<file path="src/rtl/ddr2_init_pkg.sv">
package ddr2_init_pkg;

  typedef enum logic [2:0] {
    CMD_LOAD_MODE = 3'b000,
    CMD_REFRESH   = 3'b001,
    CMD_PRECHARGE = 3'b010,
    CMD_NOP       = 3'b111
  } dram_cmd_e;

  typedef enum logic [1:0] {
    ST_IDLE = 2'd0,
    ST_RUN  = 2'd1,
    ST_DONE = 2'd2
  } seq_state_e;

  localparam int unsigned STEP_COUNT = 7;
  localparam int unsigned STEP_W     = 3;

  // Mode-register fixed fields: burst length 4, CAS latency 2
  localparam logic [2:0] MR_BL4 = 3'b010;
  localparam logic [2:0] MR_CL2 = 3'b010;

  function automatic int max2(input int a, input int b);
    return (a > b) ? a : b;
  endfunction

endpackage

</file>
<file path="src/rtl/ddr2_gap_timer.sv">
module ddr2_gap_timer #(
  parameter int CNT_W = 8
) (
  input  logic             clk,
  input  logic             rst,
  input  logic             load,
  input  logic [CNT_W-1:0] load_val,
  output logic             zero
);

  logic [CNT_W-1:0] cnt_q;

  always_ff @(posedge clk) begin
    if (rst)
      cnt_q <= '0;
    else if (load)
      cnt_q <= load_val;
    else if (cnt_q != '0)
      cnt_q <= cnt_q - 1'b1;
  end

  assign zero = (cnt_q == '0);

endmodule

</file>
<file path="src/rtl/ddr2_cmd_table.sv">
module ddr2_cmd_table
  import ddr2_init_pkg::*;
#(
  parameter int ADDR_W   = 16,
  parameter int BA_W     = 3,
  parameter int CNT_W    = 8,
  parameter int DLL_WAIT = 200,
  parameter int T_RP     = 3,
  parameter int T_RFC    = 8,
  parameter int T_MRD    = 2
) (
  input  logic [STEP_W-1:0] step,
  input  logic [2:0]        wr_field,
  input  logic [1:0]        emr_low,
  output dram_cmd_e         cmd,
  output logic [ADDR_W-1:0] addr,
  output logic [BA_W-1:0]   ba,
  output logic [CNT_W-1:0]  gap_m1
);

  always_comb begin
    cmd    = CMD_NOP;
    addr   = '0;
    ba     = '0;
    gap_m1 = '0;
    case (step)
      3'd0: begin // MR write, DLL reset requested
        cmd     = CMD_LOAD_MODE;
        addr[8] = 1'b1;
        gap_m1  = CNT_W'(DLL_WAIT - 1);
      end
      3'd1: begin // precharge all banks
        cmd      = CMD_PRECHARGE;
        addr[10] = 1'b1;
        gap_m1   = CNT_W'(T_RP - 1);
      end
      3'd2, 3'd3: begin // two refreshes
        cmd    = CMD_REFRESH;
        gap_m1 = CNT_W'(T_RFC - 1);
      end
      3'd4: begin // MR write, DLL running
        cmd        = CMD_LOAD_MODE;
        addr[11:9] = wr_field;
        addr[6:4]  = MR_CL2;
        addr[2:0]  = MR_BL4;
        gap_m1     = CNT_W'(T_MRD - 1);
      end
      3'd5: begin // EMR(1), calibration default
        cmd       = CMD_LOAD_MODE;
        ba[0]     = 1'b1;
        addr[9:7] = 3'b111;
        addr[1:0] = emr_low;
        gap_m1    = CNT_W'(T_MRD - 1);
      end
      3'd6: begin // EMR(1), calibration exit
        cmd       = CMD_LOAD_MODE;
        ba[0]     = 1'b1;
        addr[1:0] = emr_low;
        gap_m1    = CNT_W'(T_MRD - 1);
      end
      default: ;
    endcase
  end

endmodule

</file>
<file path="src/rtl/ddr2_ref_timer.sv">
module ddr2_ref_timer #(
  parameter int REF_INT = 100
) (
  input  logic clk,
  input  logic rst,
  input  logic enable,
  output logic due
);

  localparam int RW = (REF_INT > 2) ? $clog2(REF_INT) : 1;
  localparam logic [RW-1:0] LAST = RW'(REF_INT - 1);

  logic [RW-1:0] cnt_q;
  logic          due_q;

  always_ff @(posedge clk) begin
    if (rst) begin
      cnt_q <= '0;
      due_q <= 1'b0;
    end else if (enable) begin
      if (cnt_q == LAST) begin
        cnt_q <= '0;
        due_q <= 1'b1;
      end else begin
        cnt_q <= cnt_q + 1'b1;
        due_q <= 1'b0;
      end
    end else begin
      cnt_q <= '0;
      due_q <= 1'b0;
    end
  end

  assign due = due_q;

  a_r10_pulse_single: assert property (@(posedge clk) disable iff (rst)
    due_q |=> !due_q);

endmodule

</file>
<file path="src/rtl/ddr2_init_seq.sv">
module ddr2_init_seq
  import ddr2_init_pkg::*;
#(
  parameter int ADDR_W   = 16,
  parameter int BA_W     = 3,
  parameter int DLL_WAIT = 200,
  parameter int T_RP     = 3,
  parameter int T_RFC    = 8,
  parameter int T_MRD    = 2,
  parameter int REF_INT  = 100
) (
  input  logic              clk,
  input  logic              rst,
  input  logic              start,
  input  logic [3:0]        cfg_wr,
  input  logic [1:0]        cfg_emr,
  input  logic              ctl_ras_n,
  input  logic              ctl_cas_n,
  input  logic              ctl_we_n,
  input  logic [ADDR_W-1:0] ctl_addr,
  input  logic [BA_W-1:0]   ctl_ba,
  output logic              dram_ras_n,
  output logic              dram_cas_n,
  output logic              dram_we_n,
  output logic [ADDR_W-1:0] dram_addr,
  output logic [BA_W-1:0]   dram_ba,
  output logic              init_done,
  output logic              ref_due
);

  localparam int MAX_GAP = max2(max2(DLL_WAIT, T_RP), max2(T_RFC, T_MRD));
  localparam int CNT_W   = $clog2(MAX_GAP + 1);

  seq_state_e        state_q;
  logic [STEP_W-1:0] step_q;
  logic [2:0]        wr_q;
  logic [1:0]        emr_q;
  logic [2:0]        cmd_q;
  logic [ADDR_W-1:0] addr_q;
  logic [BA_W-1:0]   ba_q;
  logic              done_q;

  dram_cmd_e         tbl_cmd;
  logic [ADDR_W-1:0] tbl_addr;
  logic [BA_W-1:0]   tbl_ba;
  logic [CNT_W-1:0]  tbl_gap_m1;
  logic              gap_zero;
  logic              gap_load;
  logic [CNT_W-1:0]  gap_val;
  logic              last_step;
  logic [3:0]        wr_m1;
  logic              strobe;

  assign wr_m1     = cfg_wr - 4'd1;
  assign last_step = (step_q == STEP_W'(STEP_COUNT));

  ddr2_cmd_table #(
    .ADDR_W(ADDR_W), .BA_W(BA_W), .CNT_W(CNT_W),
    .DLL_WAIT(DLL_WAIT), .T_RP(T_RP), .T_RFC(T_RFC), .T_MRD(T_MRD)
  ) u_table (
    .step(step_q), .wr_field(wr_q), .emr_low(emr_q),
    .cmd(tbl_cmd), .addr(tbl_addr), .ba(tbl_ba), .gap_m1(tbl_gap_m1)
  );

  always_comb begin
    gap_load = 1'b0;
    gap_val  = '0;
    if (state_q == ST_IDLE && start) begin
      gap_load = 1'b1;
    end else if (state_q == ST_RUN && gap_zero && !last_step) begin
      gap_load = 1'b1;
      gap_val  = tbl_gap_m1;
    end
  end

  ddr2_gap_timer #(.CNT_W(CNT_W)) u_gap (
    .clk(clk), .rst(rst), .load(gap_load), .load_val(gap_val), .zero(gap_zero)
  );

  always_ff @(posedge clk) begin
    if (rst) begin
      state_q <= ST_IDLE;
      step_q  <= '0;
      wr_q    <= '0;
      emr_q   <= '0;
      cmd_q   <= CMD_NOP;
      addr_q  <= '0;
      ba_q    <= '0;
      done_q  <= 1'b0;
    end else begin
      case (state_q)
        ST_IDLE: begin
          cmd_q  <= CMD_NOP;
          addr_q <= '0;
          ba_q   <= '0;
          if (start) begin
            state_q <= ST_RUN;
            step_q  <= '0;
            wr_q    <= wr_m1[2:0];
            emr_q   <= cfg_emr;
          end
        end
        ST_RUN: begin
          cmd_q  <= CMD_NOP;
          addr_q <= '0;
          ba_q   <= '0;
          if (gap_zero) begin
            if (last_step) begin
              state_q <= ST_DONE;
              done_q  <= 1'b1;
            end else begin
              cmd_q  <= tbl_cmd;
              addr_q <= tbl_addr;
              ba_q   <= tbl_ba;
              step_q <= step_q + 1'b1;
            end
          end
        end
        default: begin
          cmd_q  <= {ctl_ras_n, ctl_cas_n, ctl_we_n};
          addr_q <= ctl_addr;
          ba_q   <= ctl_ba;
        end
      endcase
    end
  end

  ddr2_ref_timer #(.REF_INT(REF_INT)) u_ref (
    .clk(clk), .rst(rst), .enable(done_q), .due(ref_due)
  );

  assign {dram_ras_n, dram_cas_n, dram_we_n} = cmd_q;
  assign dram_addr = addr_q;
  assign dram_ba   = ba_q;
  assign init_done = done_q;
  assign strobe    = (cmd_q != CMD_NOP);

  a_r8_upper_zero: assert property (@(posedge clk) disable iff (rst)
    (!done_q && strobe) |-> ((addr_q >> 13) == '0 && ba_q[BA_W-1] == 1'b0));

  a_r8_single_cycle: assert property (@(posedge clk) disable iff (rst)
    (!done_q && strobe) |=> !strobe);

  a_r9_done_sticky: assert property (@(posedge clk) disable iff (rst)
    done_q |=> done_q);

  a_r10_ref_gated: assert property (@(posedge clk) disable iff (rst)
    ref_due |-> done_q);

  a_r2_idle_quiet: assert property (@(posedge clk) disable iff (rst)
    (state_q == ST_IDLE) |=> !strobe);

endmodule

</file>
<file path="config.mk">
export PLATFORM = sky130hd
export DESIGN_NAME = ddr2_init_seq
export DESIGN_NICKNAME = d
export VERILOG_FILES = /design/src/rtl/ddr2_init_pkg.sv /design/src/rtl/ddr2_gap_timer.sv /design/src/rtl/ddr2_cmd_table.sv /design/src/rtl/ddr2_ref_timer.sv /design/src/rtl/ddr2_init_seq.sv
export SDC_FILE = /design/constraint.sdc
export NUM_CORES = 1
export LEC_CHECK = 0
export BUFFER_PORTS_ARGS = -buffer_cell sky130_fd_sc_hd__buf_2
export CORE_UTILIZATION = 40
export CTS_CLUSTER_SIZE = 10
export DETAILED_ROUTE_END_ITERATION = 12
export SLEW_MARGIN = 20
export SYNTH_ARGS = -nofsm -noshare
export SYNTH_HDL_FRONTEND = slang
export SYNTH_SLANG_ARGS = --single-unit
export TNS_END_PERCENT = 50
</file>
<file path="constraint.sdc">
create_clock -name clk -period 2.25 [get_ports clk]
set_input_delay 0.45 -clock clk [delete_from_list [all_inputs] [get_ports clk]]
set_output_delay 0.45 -clock clk [all_outputs]
set_load 0.01 [all_outputs]
</file>
==> results of run 1 <==
## metrics by stage
step           cell area [um^2]   util  hold slack, ns  power (mW)  std cells
4_1_cts                    2600  0.509           0.321        2.67        358
6_report                   2600  0.509           0.334        2.65        358
2_1_floorplan              2120      -           0.413        1.71        234
3_3_place_gp               2460  0.482           0.428        1.91        350
5_1_grt                    2600  0.509           0.324        2.83        358
3_5_place_dp               2460  0.482           0.437        1.92        350
## cell type report
type / count / area (um^2) / area share
Clock inverter: 3 / 68.8 / 0.0265
Sequential cell: 49 / 981 / 0.378
Tap cell: 70 / 87.6 / 0.0337
Timing Repair Buffer: 57 / 295 / 0.114
Clock buffer: 5 / 68.8 / 0.0265
Inverter: 9 / 33.8 / 0.0130
Multi-Input combinational cell: 165 / 1060 / 0.409
## power breakdown
part / internal [mW] / switching (mW) / leakage (nW)
Sequential: 0.957 / 0.0787 / 0.398
Combinational: 0.374 / 0.497 / 0.671
Clock: 0.447 / 0.294 / 0.0687
Total: 1.78 / 0.870 / 1.14
## placed cells by master, fill, tap and decap left out, types with 3 or more instances in the layout
cell type and instances:
o21ai_1 6, nand2_1 12, buf_4 4, nand3b_1 3, o21ai_0 6, ha_1 10, and2_1 12, buf_2 53
a211oi_1 6, clkbuf_8 5, and3_1 6, nor2_1 25, xnor2_1 5, inv_1 8, nand3_1 10, nand2b_1 3
nor2b_1 7, dfxtp_1 49, xor2_1 3, a21oi_1 14
## critical path: stages, from the launching register on
cell	delay (ns)
dfxtp_1	0.35
ha_1	0.23
ha_1	0.27
nor3b_2	0.41
and3_1	0.45
nand2_1	0.11
a211oi_2	0.19
## cell families after synthesis
group,Yosys count
flops,49
mux,1
fa+ha+maj,10
buf+inv,20
xor+xnor,8
compound gates,51
simple gates,95
## state kept, by name (all words and copies together) (netlist names)
name,count
step_q,3
u_gap.cnt_q,8
wr_q,3
init_done,1
u_ref.due,1
dram_ba,3
dram_addr,16
u_ref.cnt_q,7
state_q,2
cmd_q,3
emr_q,2
## routing by layer
layer / up-vias / routed length (um) / part of all wire / global-route usage
li1: 918 / - / - / -
met1: 817 / 2140 / 0.47 / 0.222
met2: 34 / 2140 / 0.47 / 0.266
met3: 5 / 169 / 0.037 / 0.0321
met4: 0 / 68 / 0.015 / 0.0755
met5: - / 0 / 0 / 0
## worst max-delay path by stage
stage               slack [ns]  cells past startpoint  startpoint        endpoint
global route              0.01                      6   step_q[0]  u_gap.cnt_q[6]
global placement          0.23                      6   step_q[0]   dram_addr[10]
CTS                       0.19                      6   step_q[0]  u_gap.cnt_q[6]
detailed placement        0.22                      6   step_q[0]  u_gap.cnt_q[6]
floorplan                 0.46                      6   step_q[0]  u_gap.cnt_q[7]
finish                    0.16                      6   step_q[0]  u_gap.cnt_q[6]
==> metrics.md, run 1 <==
| Metric | Value |
|---|---|
| CTS H-Tree Depth | 2 |
| Area share of the largest cell type after synthesis | 0.462 |
| Synth Area in Adders | 0.0590 |
| Portion of netlist area occupied by mux cells | 0.00472 |
| Worst flop-to-flop path startpoint | step_q[0] |
| Cell taking the most area after synthesis | dfxtp_1 |
| Die W | roughly 75 um |
| Seq/Total Area, Yosys | 0.462 |
| Worst Hold Depth | 2 |
| Final period util | 0.930 |
| Slew @ Worst Pin | between 0.8 and 0.9 ns |
| Unrepaired setup endpoints after global routing | false |
| Die Ht | approximately 75 um |
| Largest cells by area after synthesis | dfxtp_1 (46%), ha_1 (5.9%), nor2_1 (4.4%) |
| Global-route wire length before repair | 7040 um |
| Via total after detailed routing | 1,774 |
| CTS Buf Count | 5 |
| PostCTS Resize Cnt | 0 |
| Setup Total Neg Slack | 0 ns |
| I/O pin total | 55 |
| Fmax | roughly 480 MHz |
| R2r setup slk | 0.16 ns |
| CP endpoint kind | register |
| Root buf cell | clkbuf_8 |
| Critical path fanouts, max | 9 |
| Initial drt markers | 59 |
| Seq cells post-synth | 49 |
| Number of flops mapped to enable cells by yosys | 0 |
| Gr usage total | 0.168 |
| Mean Syn Cell Area | roughly 9.1 um^2 |
| Vias/cell | 4.96 |
| Max Clock Skew | approximately 0.0060 ns |
| WS Path Type | reg2reg |
| Core Area | 5110 um^2 |
| Synth Area in Compound Gates | 0.157 |
| Clock transition at the registers of the reported paths | 0.09 ns |
| Post-route DRC | 0 |
| Slew Limit Fails | 0 |
| Critical path arrival | 2.31 ns |
| GP Congestion | 0.803 |
| Clock Latency Late Sink | 0.30 ns |
| Area Overhead vs Synth | 22.4% |
| Min cycle time layout | 2.09 ns |
| CTS sink cnt | 49 |
| Leakage | around 1.1 nW |
| Synthesized net count | between 200 and 300 |
| Number of buffers added on ports | 53 |
| TritonCTS clock tree | done |
| Count leader, synth | dfxtp_1 |
| DRT antenna net count | 0 |
| Max Cap Viol | 0 |
| HP Start | ctl_ba[0] |
| Max-slew headroom | 0.453 |
| Distinct cells, synth | 47 |
| Top FF cell, synth | dfxtp_1 |
| FF-to-FF path depth | 6 |
| GRT Residual Overflow | 0 |
| Vias in the first global route | 1,510 |
| Initial antenna violation count | 0 |
| Final wirelength | between 4000 and 5000 um |
| Setup WS post-layout | around 0.16 ns |
| Filler cell count in the final layout | 527 |
| FP Rows | 26 |
| Post-synthesis xor/xnor area fraction | 0.0330 |
| Startpoint class of the critical path | register |
| Simple-Gate Fraction of Synth Area | 0.246 |
| RR Endpoint | u_gap.cnt_q[6] |
| Final setup fails | 0 |
| ANT cells | 0 |
| Drt wl/cell | 12.6 um |
| # hold bufs at CTS | 0 |
| Async set-reset flop share out of synthesis | 0 |
| Mapped Cells | 234 |
| P per Cell Area | roughly 1000 nW/um^2 |
| Die ar. | 5600 um^2 |
| Nets@finish | 328 |
| Peak VDD IR | 0.525 mV |
| Starting density of the core | 0.415 |
| Setup bufs post-CTS | 0 |
| Yosys warnings | 0 |
| Post-DP HPWL | 3350 um |
| Worst slack at placement | 0.218 ns |
| Layout cells sized above 1 | 0.253 |
| Largest family of logic cells by synthesized area | simple AND/OR/NAND/NOR gates |
| Hold Path End | dram_ba[0] |
| Mapped Area | 2120 um^2 |
| Largest net degree at the start of global routing | 17 |
| First-pass DRT Iterations | 4 |
| Final hold vios | 0 |
| Critical Path RT | about 2.5 ns |
| Post-synth top cells | dfxtp_1 (49), nor2_1 (25), a21oi_1 (14) |
| Hold Crit Class | in2reg |
| Max clock buf depth | 2 |
| Status | complete, no violations |
Power figures use the tool's default switching activity.
==> run 2: changes to the inputs <==
--- a/config.mk
+++ b/config.mk
@@ -6,6 +6,7 @@
 export NUM_CORES = 1
 export LEC_CHECK = 0
 export BUFFER_PORTS_ARGS = -buffer_cell sky130_fd_sc_hd__buf_2
+export CAP_MARGIN = 20
 export CORE_UTILIZATION = 40
 export CTS_CLUSTER_SIZE = 10
 export DETAILED_ROUTE_END_ITERATION = 12
==> constraint.sdc (replaced) <==
create_clock -name clk -period 2.25 [get_ports clk]
set_input_delay 0.1125 -clock clk [delete_from_list [all_inputs] [get_ports clk]]
set_output_delay 0.1125 -clock clk [all_outputs]
set_load 0.01 [all_outputs]
==> metrics.md, run 2 (synthesis results as in run 1) <==
| Metric | Value |
|---|---|
| Hold Crit Class | in2reg (unchanged) |
| P per Cell Area | 956 nW/um^2 (was 1020 nW/um^2) |
| Max-slew headroom | 0.479 (was 0.453) |
| FP Rows | 26 (unchanged) |
| I/O pin total | 55 (unchanged) |
| Unrepaired setup endpoints after global routing | false (unchanged) |
| Layout cells sized above 1 | 0.247 (was 0.253) |
| Routing usage on met2 | 0.263 (was 0.266) |
| Initial drt markers | 60 (was 59) |
| Initial antenna violation count | 0 (unchanged) |
| Gr usage total | 0.167 (was 0.168) |
| Most common cell after layout, fill and taps aside | buf_2 (unchanged) |
| Max Clock Skew | 0.00633 ns (was 0.00596 ns) |
| Critical Path RT | 2.42 ns (was 2.47 ns) |
| Setup crit start | step_q[2] (was step_q[0]) |
| Setup bufs post-CTS | 0 (unchanged) |
| Final period util | 0.876 (was 0.930) |
| DRT antenna net count | 0 (unchanged) |
| Slew @ Worst Pin | 0.780 ns (was 0.817 ns) |
| Commonest cells after routing, fill and taps aside | buf_2 (53), dfxtp_1 (49), nor2_1 (25) (unchanged) |
| P_int | 1.68 mW (was 1.78 mW) |
| Core Area | 5110 um^2 (unchanged) |
| HP Start | ctl_addr[4] (was ctl_ba[0]) |
| CTS H-Tree Depth | 2 (unchanged) |
| Filler cell count in the final layout | 500 (was 527) |
| Final setup fails | 0 (unchanged) |
| Slew Limit Fails | 0 (unchanged) |
| R2r setup slk | 0.28 ns (was 0.16 ns) |
| Tot Pwr | 2.54 mW (was 2.65 mW) |
| Sw frac | 0.342 (was 0.328) |
| Max reg flops | 16 (unchanged) |
| Root buf cell | clkbuf_8 (unchanged) |
| Area Overhead vs Synth | 25.5% (was 22.4%) |
| GRT Residual Overflow | 0 (unchanged) |
| Clock transition at the registers of the reported paths | 0.09 ns (about the same) |
| Largest net degree at the start of global routing | 28 (was 17) |
| TritonCTS clock tree | done (unchanged) |
| Final hold vios | 0 (unchanged) |
| Drt wl/cell | 12.5 um (was 12.6 um) |
| Startpoint class of the critical path | register (unchanged) |
| Max Cap Viol | 0 (unchanged) |
| Setup WS post-layout | 0.279 ns (was 0.159 ns) |
| Vias in the first global route | 1,548 (was 1,510) |
| Worst Hold Depth | 2 (unchanged) |
| Via total after detailed routing | 1,771 (was 1,774) |
| Final Non-Filler Cells | 366 (was 358) |
| Seq pwr share | 0.407 (was 0.391) |
| Worst slack at placement | 0.193 ns (was 0.218 ns) |
| Vias/cell | 4.84 (was 4.96) |
| Sw Pwr | 0.869 mW (was 0.870 mW) |
| CP endpoint kind | register (unchanged) |
| GR Util met3 | 0.0321 (unchanged) |
| RR Endpoint | u_gap.cnt_q[0] (was u_gap.cnt_q[6]) |
| Die Ht | 74.8 um (unchanged) |
| Final wirelength | 4570 um (was 4510 um) |
| Hold Path End | dram_addr[4] (was dram_ba[0]) |
| FF-to-FF path depth | 6 (unchanged) |
| Clock Power Share | 0.250 (was 0.280) |
| Busiest grt layer | met2 (unchanged) |
| Global-route wire length before repair | 7080 um (was 7040 um) |
| Die W | 74.8 um (unchanged) |
| ANT cells | 0 (unchanged) |
| Nets@finish | 336 (was 328) |
| Peak VDD IR | 0.477 mV (was 0.525 mV) |
| Starting density of the core | 0.415 (unchanged) |
| Min cycle time layout | 1.97 ns (was 2.09 ns) |
| Max clock buf depth | 2 (unchanged) |
| Critical path arrival | 2.14 ns (was 2.31 ns) |
| Number of buffers added on ports | 53 (unchanged) |
| Placed Instances | 349 (was 350) |
| Worst flop-to-flop path startpoint | step_q[2] (was step_q[0]) |
| Clock Latency Late Sink | 0.30 ns (about the same) |
| WS Path Type | reg2reg (unchanged) |
| CTS Buf Count | 5 (unchanged) |
| Met1 GRT Util | 0.224 (was 0.222) |
| GP Congestion | 0.805 (was 0.803) |
| Post-DP HPWL | 3260 um (was 3350 um) |
| First-pass DRT Iterations | 5 (was 4) |
| Die ar. | 5600 um^2 (unchanged) |
| Logic pwr share | 0.343 (was 0.329) |
| Leakage | 1.16 nW (was 1.14 nW) |
| Setup Total Neg Slack | 0 ns (unchanged) |
| CTS sink cnt | 49 (unchanged) |
| Post-route DRC | 0 (unchanged) |
| Critical path fanouts, max | 11 (was 9) |
| Fmax | 507 MHz (was 478 MHz) |
| Status | complete, no violations (unchanged) |
-- run 2: per-layer routing --
metal / wire length, um / vias to the layer above
met2: 2130 / 34
met5: 0 / -
met1: 2200 / 794
met3: 184 / 5
met4: 59 / 0
li1: - / 938
-- run 2: final cells by class --
class / instances / area, um^2 / share of cell area
clock buffers: 5 / 68.8 / 0.0258
clock inverters: 3 / 43.8 / 0.0164
inverters: 9 / 33.8 / 0.0127
multi-input cells: 165 / 1070 / 0.402
flip-flops and latches: 49 / 981 / 0.368
well taps: 70 / 87.6 / 0.0329
repair buffers: 65 / 378 / 0.142
-- run 2: metrics by stage --
| step | cell area [um^2] | util | hold slack (ns) |
|---|---|---|---|
| floorplan | 2120 | - | 0.208 |
| global placement | 2450 | 0.480 | 0.308 |
| detailed placement | 2450 | 0.480 | 0.315 |
| CTS | 2650 | 0.518 | 0.000826 |
| global route | 2660 | 0.521 | 0.00516 |
| finish | 2660 | 0.521 | 0.000926 |
-- run 2: power by group through the flow --
stage                     combinational (mW)  sequential (mW)  clock, mW
after floorplan                        0.663             1.05          0
after global placement                 0.856             1.05          0
after detailed placement               0.854             1.05          0
after CTS                              0.868             1.03      0.653
after global routing                   0.991             1.05      0.682
final                                  0.873             1.03      0.636
-- run 2: what timing repair did --
item | CTS | global route
hold buffers | 8 | 1
hold endpoints to repair | 8 | 1
resized for setup | 0 | 2
setup endpoints to repair | 0 | 4
-- run 2: worst max-delay path, stage by stage (launching register included) --
cell and delay [ns]:
dfxtp_1 0.52, inv_1 0.10, ha_1 0.26, a2111oi_0 0.61
nor2_1 0.09, o21ai_1 0.19, a21oi_1 0.08
-- run 2: worst max-delay path by stage --
stage | endpoint | slack [ns] | cells past startpoint
2_1_floorplan | u_gap.cnt_q[7] | 0.46 | 6
3_3_place_gp | dram_addr[8] | 0.23 | 6
3_5_place_dp | u_gap.cnt_q[6] | 0.19 | 6
4_1_cts | u_gap.cnt_q[6] | 0.18 | 6
5_1_grt | u_gap.cnt_q[0] | 0.11 | 6
6_report | u_gap.cnt_q[0] | 0.28 | 6
==> run 3: changes to the inputs <==
--- a/config.mk
+++ b/config.mk
@@ -10,6 +10,7 @@
 export CORE_UTILIZATION = 40
 export CTS_CLUSTER_SIZE = 10
 export DETAILED_ROUTE_END_ITERATION = 12
+export PLACE_DENSITY = 0.66
 export SLEW_MARGIN = 20
 export SYNTH_ARGS = -nofsm -noshare
 export SYNTH_HDL_FRONTEND = slang
==> constraint.sdc (replaced) <==
create_clock -name clk -period 1.65 [get_ports clk]
set_input_delay 0.0825 -clock clk [delete_from_list [all_inputs] [get_ports clk]]
set_output_delay 0.0825 -clock clk [all_outputs]
set_load 0.01 [all_outputs]
==> metrics.md, run 3 (synthesis results as in run 1) <==
| Metric | Value |
|---|---|
| Busiest grt layer | met2 (unchanged) |
| CTS sink cnt | 49 (unchanged) |
| Min cycle time layout | 1.70 ns (was 1.97 ns) |
| Die Ht | 74.8 um (unchanged) |
| Met1 GRT Util | 0.252 (was 0.224) |
| Violated checks | negative setup slack |
| Core Area | 5110 um^2 (unchanged) |
| DRT antenna net count | 0 (unchanged) |
| Final hold vios | 0 (unchanged) |
| Slew @ Worst Pin | 0.430 ns (was 0.780 ns) |
| Setup WS post-layout | -0.0485 ns (was 0.279 ns) |
| Routing usage on met2 | 0.327 (was 0.263) |
| Vias/cell | 4.91 (was 4.84) |
| First-pass DRT Iterations | 4 (was 5) |
| RR Endpoint | cmd_q[0] (was u_gap.cnt_q[0]) |
| Unrepaired setup endpoints after global routing | true (was false) |
| Post-route cell area | 3080 um^2 (was 2660 um^2) |
| ANT cells | 0 (unchanged) |
| I/O pin total | 55 (unchanged) |
| Root buf cell | clkbuf_8 (unchanged) |
| Slew Limit Fails | 0 (unchanged) |
| Critical path arrival | 1.93 ns (was 2.14 ns) |
| Hold Crit Class | in2reg (unchanged) |
| Max-slew headroom | 0.713 (was 0.479) |
| Die ar. | 5600 um^2 (unchanged) |
| Clock Latency Late Sink | 0.31 ns (was 0.30 ns) |
| GRT Residual Overflow | 0 (unchanged) |
| Critical path fanouts, max | 5 (was 11) |
| Largest net degree at the start of global routing | 18 (was 28) |
| Max Cap Viol | 0 (unchanged) |
| Hold Path End | cmd_q[2] (was dram_addr[4]) |
| Critical Path RT | 1.88 ns (was 2.42 ns) |
| FF-to-FF path depth | 6 (unchanged) |
| Peak VDD IR | 0.573 mV (was 0.477 mV) |
| Starting density of the core | 0.415 (unchanged) |
| Worst slack at placement | -0.123 ns (was 0.193 ns) |
| Post-DP HPWL | 3690 um (was 3260 um) |
| Startpoint class of the critical path | register (unchanged) |
| Worst Hold Depth | 3 (was 2) |
| Via total after detailed routing | 1,997 (was 1,771) |
| FP Rows | 26 (unchanged) |
| GP Congestion | 0.845 (was 0.805) |
| Initial antenna violation count | 0 (unchanged) |
| Gr usage total | 0.194 (was 0.167) |
| Final period util | 1.03 (was 0.876) |
| Max Clock Skew | 0.00583 ns (was 0.00633 ns) |
| CTS Buf Count | 5 (unchanged) |
| CP endpoint kind | register (unchanged) |
| Drt wl/cell | 12.7 um (was 12.5 um) |
| Layout cells sized above 1 | 0.368 (was 0.247) |
| Vias in the first global route | 1,850 (was 1,548) |
| Max clock buf depth | 2 (unchanged) |
| Fmax | 589 MHz (was 507 MHz) |
| Die W | 74.8 um (unchanged) |
| Initial drt markers | 129 (was 60) |
| Worst flop-to-flop path startpoint | step_q[0] (was step_q[2]) |
| Filler cell count in the final layout | 451 (was 500) |
| HP Start | ctl_ras_n (was ctl_addr[4]) |
| Max reg flops | 16 (unchanged) |
| Final setup fails | 6 (was 0) |
| CTS H-Tree Depth | 2 (unchanged) |
| Global-route wire length before repair | 8260 um (was 7080 um) |
| TritonCTS clock tree | done (unchanged) |
| WS Path Type | reg2reg (unchanged) |
| Hold Worst Slack | 0.00816 ns (was 0.000926 ns) |
| Area Overhead vs Synth | 45.1% (was 25.5%) |
| Status | finished, violations left (was complete, no violations) |
| Leakage | 1.34 nW (was 1.16 nW) |
| GR Util met3 | 0.0442 (was 0.0321) |
| Final Non-Filler Cells | 407 (was 366) |
| Number of buffers added on ports | 53 (unchanged) |
| Final wirelength | 5170 um (was 4570 um) |
| Layout Utilization | 0.603 (was 0.521) |
| R2r setup slk | -0.05 ns (was 0.28 ns) |
| Post-route DRC | 0 (unchanged) |
| Setup bufs post-CTS | 0 (unchanged) |
| Placed Area | 2700 um^2 (was 2450 um^2) |
| P per Cell Area | 1260 nW/um^2 (was 956 nW/um^2) |
| Clock transition at the registers of the reported paths | 0.09 ns (about the same) |
| Nets@finish | 377 (was 336) |
| Commonest cells after routing, fill and taps aside | buf_2 (53), dfxtp_1 (45), buf_4 (35) (was buf_2 (53), dfxtp_1 (49), nor2_1 (25)) |
| Most common cell after layout, fill and taps aside | buf_2 (unchanged) |
| Placed Instances | 381 (was 349) |
run 3: changes by cell type in the layout (fill, tap and decap cells not counted), moves of 3 or more:
cell	change
buf_4	+32
ha_2	+4
ha_1	-6
dfxtp_2	+3
dlygate4sd3_1	+9
dfxtp_1	-4
run 3: power breakdown:
group / internal [mW] / switching (mW) / total, mW / leakage (nW)
sequential: 1.31 / 0.102 / 1.41 / 0.400
clock: 0.308 / 0.421 / 0.729 / 0.0423
combinational: 0.926 / 0.827 / 1.75 / 0.903
total: 2.54 / 1.35 / 3.89 / 1.34
run 3: worst max-delay path by stage:
stage,startpoint,end,cells after the start
floorplan,step_q[2],cmd_q[0],7
global placement,step_q[1],u_gap.cnt_q[7],7
detailed placement,step_q[0],dram_addr[0],7
CTS,u_gap.cnt_q[3],u_gap.cnt_q[6],4
global route,u_gap.cnt_q[0],cmd_q[0],6
finish,step_q[0],cmd_q[0],6
run 3: cell type report:
type	count	area (um^2)	area share
sequential	49	988	0.321
timing repair buffer	106	708	0.230
inverter	9	33.8	0.0110
tap	70	87.6	0.0284
multi-input combinational	165	1170	0.379
clock inverter	3	26.3	0.00853
clock buffer	5	68.8	0.0223
run 3: critical path, stage by stage (launching register included):
cell and delay, ns:
dfxtp_2 0.35, buf_4 0.14, ha_2 0.22, or4_1 0.54, nand4_1 0.14, a2111oi_2 0.06
o21bai_1 0.18
run 3: through the flow:
stage,setup TNS [ns],power [mW]
6_report,-0.114,3.89
5_1_grt,-1.04,4.17
4_1_cts,-0.0430,3.84
3_5_place_dp,-0.835,3.00
3_3_place_gp,-0.198,2.98
2_1_floorplan,-0.0511,2.33
run 3: timing repair:
action | in CTS | in global routing
hold buffers | 17 | 1
resized for setup | 15 | 11
pin swaps | 5 | 1
hold endpoints to repair | 17 | 1
setup endpoints to repair | 20 | 18
run 3: metal layers:
metal	wire length [um]	vias to the layer above	part of all wire
met4	49	0	0.0095
met2	2580	40	0.50
met3	169	7	0.033
met1	2380	927	0.46
met5	0	-	0
li1	-	1023	-
